## src/rtl/rxfc_pkg.sv

```systemverilog
package rxfc_pkg;

  typedef enum logic [1:0] {
    PH_IDLE = 2'd0,
    PH_PRE  = 2'd1,
    PH_DATA = 2'd2
  } rx_phase_t;

  localparam logic [3:0] NIB_PRE     = 4'h5;
  localparam logic [3:0] NIB_SFD     = 4'hD;
  localparam logic [3:0] NIB_CARRIER = 4'hE;

  localparam int ST_OVR    = 0;
  localparam int ST_SHORT  = 1;
  localparam int ST_CARR   = 2;
  localparam int ST_CODEV  = 3;
  localparam int ST_LENMIS = 4;
  localparam int ST_LOOR   = 5;
  localparam int ST_VLAN   = 7;
  localparam int ST_BCAST  = 8;
  localparam int ST_MCAST  = 9;
  localparam int ST_DROP   = 12;
  localparam int ST_CRC    = 13;
  localparam int ST_ALIGN  = 14;
  localparam int ST_INTACT = 15;

  localparam logic [15:0] ERR_MASK = 16'h703B;

  localparam int HDR_BYTES    = 14;
  localparam int MIN_LEN_BYTES = 18;
  localparam int MAX_LEN_FIELD = 1518;
  localparam int MIN_TYPE_FIELD = 1536;
  localparam logic [15:0] VLAN_TPID = 16'h8100;

endpackage

```

## src/rtl/rxfc_preamble.sv

```systemverilog
module rxfc_preamble
  import rxfc_pkg::*;
#(
  parameter int PRE_LIMIT = 22
) (
  input  logic       clk,
  input  logic       rst,
  input  logic [3:0] rxd,
  input  logic       rxdv,
  output rx_phase_t  phase_o,
  output logic       start_o,
  output logic       end_o,
  output logic       data_nib_o,
  output logic       impure_o,
  output logic       long_o
);

  localparam int CW = $clog2(PRE_LIMIT + 2);
  localparam logic [CW-1:0] CSAT = CW'(PRE_LIMIT + 1);
  localparam logic [CW-1:0] CLIM = CW'(PRE_LIMIT);

  rx_phase_t     phase;
  logic [CW-1:0] pre_cnt;
  logic          pre_bad;

  always_ff @(posedge clk) begin
    if (rst) begin
      phase   <= PH_IDLE;
      pre_cnt <= '0;
      pre_bad <= 1'b0;
    end else begin
      case (phase)
        PH_IDLE: begin
          if (rxdv) begin
            if (rxd == NIB_SFD) begin
              phase   <= PH_DATA;
              pre_cnt <= '0;
              pre_bad <= 1'b0;
            end else begin
              phase   <= PH_PRE;
              pre_cnt <= CW'(1);
              pre_bad <= (rxd != NIB_PRE);
            end
          end
        end
        PH_PRE: begin
          if (!rxdv) begin
            phase <= PH_IDLE;
          end else if (rxd == NIB_SFD) begin
            phase <= PH_DATA;
          end else begin
            if (pre_cnt != CSAT) pre_cnt <= pre_cnt + CW'(1);
            if (rxd != NIB_PRE) pre_bad <= 1'b1;
          end
        end
        PH_DATA: begin
          if (!rxdv) phase <= PH_IDLE;
        end
        default: phase <= PH_IDLE;
      endcase
    end
  end

  always_comb begin
    phase_o    = phase;
    start_o    = rxdv && (phase == PH_IDLE);
    end_o      = !rxdv && (phase != PH_IDLE);
    data_nib_o = rxdv && (phase == PH_DATA);
    impure_o   = pre_bad || (phase != PH_DATA);
    long_o     = pre_cnt > CLIM;
  end

endmodule

```

## config.mk

```make
export PLATFORM = sky130hd
export DESIGN_NAME = rxfc_preamble
export DESIGN_NICKNAME = d
export VERILOG_FILES = /design/src/rtl/rxfc_pkg.sv /design/src/rtl/rxfc_preamble.sv
export SDC_FILE = /design/constraint.sdc
export NUM_CORES = 1
export LEC_CHECK = 0
export BUFFER_PORTS_ARGS = -buffer_cell sky130_fd_sc_hd__buf_4
export CAP_MARGIN = 20
export CORE_AREA = 2 2 39 41
export CTS_BUF_LIST = sky130_fd_sc_hd__clkbuf_16
export DETAILED_ROUTE_END_ITERATION = 7
export DIE_AREA = 0 0 41 43
export GPL_ROUTABILITY_DRIVEN = 0
export GPL_TIMING_DRIVEN = 0
export PLACE_DENSITY = 0.58
export SYNTH_ARGS = -nofsm -noshare
export SYNTH_HDL_FRONTEND = slang
export SYNTH_SLANG_ARGS = --single-unit
```

## constraint.sdc

```tcl
create_clock -name clk -period 4 [get_ports clk]
set_input_delay 0.6 -clock clk [delete_from_list [all_inputs] [get_ports clk]]
set_output_delay 0.6 -clock clk [all_outputs]
set_load 0.005 [all_outputs]
```

==> metrics.md <==
| Metric | Value |
|---|---|
| Status | completed |
| Fmax | between 0.5 and 0.6 GHz |
| First-pass GRT wire length | 1.79 mm |
| Dpl cells | 87 |
| Syn avg cell area | ~8.6 sq um |
| Post-CTS Hold Buffers | 0 |
| Crit-path max FO | 10 |
| Total Wirelength | roughly 1.1 mm |
| Hold Path Origin | pre_bad |
| Detailed Routing Iterations Pass 1 | 4 |
| Worst Hold Class | flop to flop |
| Final Hold Viols | 0 |
| Core area | ~1400 sq um |
| GRT Overall Usage | 0.152 |
| Die Wd | 41 um |
| Vias per cell | around 5.4 |
| Area Growth Syn to Fin | 36.5% |
| Overflow after GRT | 0 |
| Int Power | around 0.23 mW |
| R2r startpoint | pre_cnt[0] |
| Vias in the first global route | approximately 430 |
| Final Cycle Share | 0.473 |
| CTS tree | yes |
| #FFs+latches synth | 8 |
| Relative slew slack | 0.707 |
| Syn nets | roughly 70 |
| Worst path max stage delay | 0.39 ns |
| Crit path buf inv count | 2 |
| Final Slew Violations | 0 |
| Cell accounting for the most synthesized area | dfxtp_1 |
| WL/cell | 11.9 um |
| Layout cell share with drive strength beyond 1 | 0.297 |
| CP Cell Sequence | clkbuf_1 > or3b_1 > buf_4 |
| Setup crit start kind | flop |
| Peak VDD IR | 258 uV |
| Post-CTS sizing | 0 |
| TritonCTS buffer count | 3 |
| Cell row count | 14 |
| Ant diodes | 0 |
| CTS sink count | 8 |
| Mapped Cells | 59 |
| CTS H-tree depth | 1 |
| Vias | about 490 |
| CTS clock-pin slew for the worst setup and hold paths | approximately 0.040 ns |
| Psw | 0.0558 mW |
| Slew @ Worst Pin | around 0.44 ns |
| Largest net degree at the start of global routing | 11 |
| Die H | 43 um |
| Kind of critical path | flop to output port |
| Sw frac | 0.198 |
| CTS Buffer Depth | 2 |
| Nets | 85 |
| Root buffer cell | clkbuf_16 |
| 1st-iter DRT viols | 4 |
| Netlist Area Pre-Place | 508 sq um |
| Data arrival, critical path | approximately 1.3 ns |
| Combinational Power Share | 0.094 |
| Finish-stage setup viols | 0 |
| Top-Level Pins | 14 |
| Top-area cell type share of the netlist area | 0.315 |
| Req. time, crit path | 3.40 ns |
| Top Family by Delay on Critical Path | simple AND/OR/NAND/NOR gates |
| Power per cell area | slightly above 400 nW/um^2 |
| Drt drc | 0 |
| Initial core utilization | 0.367 |
| Skew final | approximately 0.0039 ns |
| CP endpoint kind | output port |
| Final Instance Count excl. Fillers | 90 |
| Clock insertion delay at the later pin of the skew report | approximately 0.23 ns |
| Max stage delay cell, worst path | or3b_1 |
| Sequential-to-total area share from yosys stat | 0.315 |
| Die area | around 1800 sq um |
| RSZ-0062 raised after global routing | false |
| Final core utilization | 0.501 |
| Synth area leaders | dfxtp_1, ha_1, nand3_1 |
| Ys Warns | 0 |
| Critical Path Start | phase_o[0] |
| Clock share of power | 0.602 |
| Post-route ant nets | 0 |
| Flop pwr share | 0.304 |
| Distinct cells, synth | 32 |
| # Max-Cap Violations | 0 |
| Port Buffer Count | 12 |
| Worst hold-check slack | between 0.4 and 0.5 ns |
| Min Tclk post-route | roughly 1.9 ns |
| Initial antenna violation count | 0 |
| DP Wirelength | 780 um |
| TNS Setup | 0 ns |
| Leakage | ~0.29 nW |
| Setup bufs post-CTS | 0 |
[synthesized netlist by cell type]
cell	instances
nor2_2	1
nand4b_2	1
nor2_1	4
ha_1	2
and2b_2	1
nor4b_1	1
inv_1	1
nand4b_1	1
xor2_1	1
a311oi_1	1
a211oi_1	1
nor3_1	2
a21oi_1	1
and2b_1	1
nand2b_1	3
nor3b_1	2
clkbuf_1	2
and3b_2	1
nand4_1	1
or3b_1	1
o21a_1	1
a221oi_1	2
and3_4	1
and3b_1	1
mux2_2	1
nand3b_1	1
dfxtp_1	8
nand3_1	4
nand2_1	5
o21ai_0	3
o21ai_1	2
mux2_4	1
[sequential cells by signal, summed over array words and instances, names as in the netlist]
signal	count
phase_o	2
pre_bad	1
pre_cnt	5
[routing by layer]
| layer | GRT usage | vias up | part of all wire |
|---|---|---|---|
| li1 | - | 252 | - |
| met1 | 0.194 | 220 | 0.49 |
| met2 | 0.216 | 11 | 0.44 |
| met3 | 0.0524 | 2 | 0.052 |
| met4 | 0.0800 | 0 | 0.020 |
| met5 | 0 | - | 0 |
[layout make-up]
type / count / area [sq um]
Clock buffer: 3 / 75.1
Multi-Input combinational cell: 48 / 337
Buffer: 2 / 7.51
Timing Repair Buffer: 12 / 90.1
Fill cell: 140 / 691
Inverter: 1 / 3.75
Sequential cell: 8 / 160
Tap cell: 16 / 20.0
[placed cells by master (no fill, tap or decap)]
| cell | count |
|---|---|
| nor3b_1 | 2 |
| and3b_2 | 1 |
| nand4b_1 | 1 |
| nand4_1 | 1 |
| a211oi_1 | 1 |
| nor2_2 | 1 |
| a311oi_1 | 1 |
| nor3_1 | 2 |
| nand2b_1 | 3 |
| nand3_1 | 4 |
| inv_1 | 1 |
| clkbuf_1 | 2 |
| xor2_1 | 1 |
| or3b_1 | 1 |
| ha_1 | 2 |
| nor4b_1 | 1 |
| nand4b_2 | 1 |
| and2b_1 | 1 |
| and3_4 | 1 |
| o21a_1 | 1 |
| nand3b_1 | 1 |
| mux2_2 | 1 |
| o21ai_1 | 2 |
| a221oi_1 | 2 |
| and3b_1 | 1 |
| o21ai_0 | 3 |
| a21oi_1 | 1 |
| nand2_1 | 5 |
| mux2_4 | 1 |
| dfxtp_1 | 8 |
| clkbuf_16 | 3 |
| and2b_2 | 1 |
| buf_4 | 12 |
| nor2_1 | 4 |
[worst register-to-register path: stages, from the launching register on]
cell and delay (ns):
dfxtp_1 0.38, ha_1 0.24, nand4b_1 0.19, and3_4 0.22
mux2_4 0.30, nor2_2 0.07
[worst paths after layout]
check	endpoint	slack, ns	depth (start not counted)
max reg2reg	pre_cnt[1]	2.53	5
min reg2reg	pre_bad	0.47	2
min	pre_bad	0.47	2
max	impure_o	2.11	3
[cells by family (layout without fill, tap and decap cells)]
group	Yosys count	count (layout)	synth area share
compound gates	11	11	0.140
xor+xnor	1	1	0.0172
fa+ha+maj	2	2	0.0493
buf+inv	3	18	0.0222
flops	8	8	0.315
mux	2	2	0.0517
simple gates	32	32	0.404
[stage by stage]
stage / worst slack [ns] / power [mW] / instance area, sq um
2_1_floorplan: 2.50 / 0.102 / 508
3_5_place_dp: 2.15 / 0.113 / 618
6_report: 2.11 / 0.282 / 693
4_1_cts: 2.10 / 0.284 / 693
3_3_place_gp: 2.15 / 0.113 / 618
5_1_grt: 2.04 / 0.290 / 693
[power by group through the flow]
| stage | clock [mW] | combinational (mW) | sequential [mW] |
|---|---|---|---|
| 6_report | 0.169 | 0.0265 | 0.0855 |
| 5_1_grt | 0.175 | 0.0295 | 0.0859 |
| 4_1_cts | 0.172 | 0.0267 | 0.0855 |
| 3_5_place_dp | 0 | 0.0265 | 0.0868 |
| 3_3_place_gp | 0 | 0.0263 | 0.0869 |
| 2_1_floorplan | 0 | 0.0154 | 0.0863 |
No activity file was read; power rests on OpenSTA's default activity.
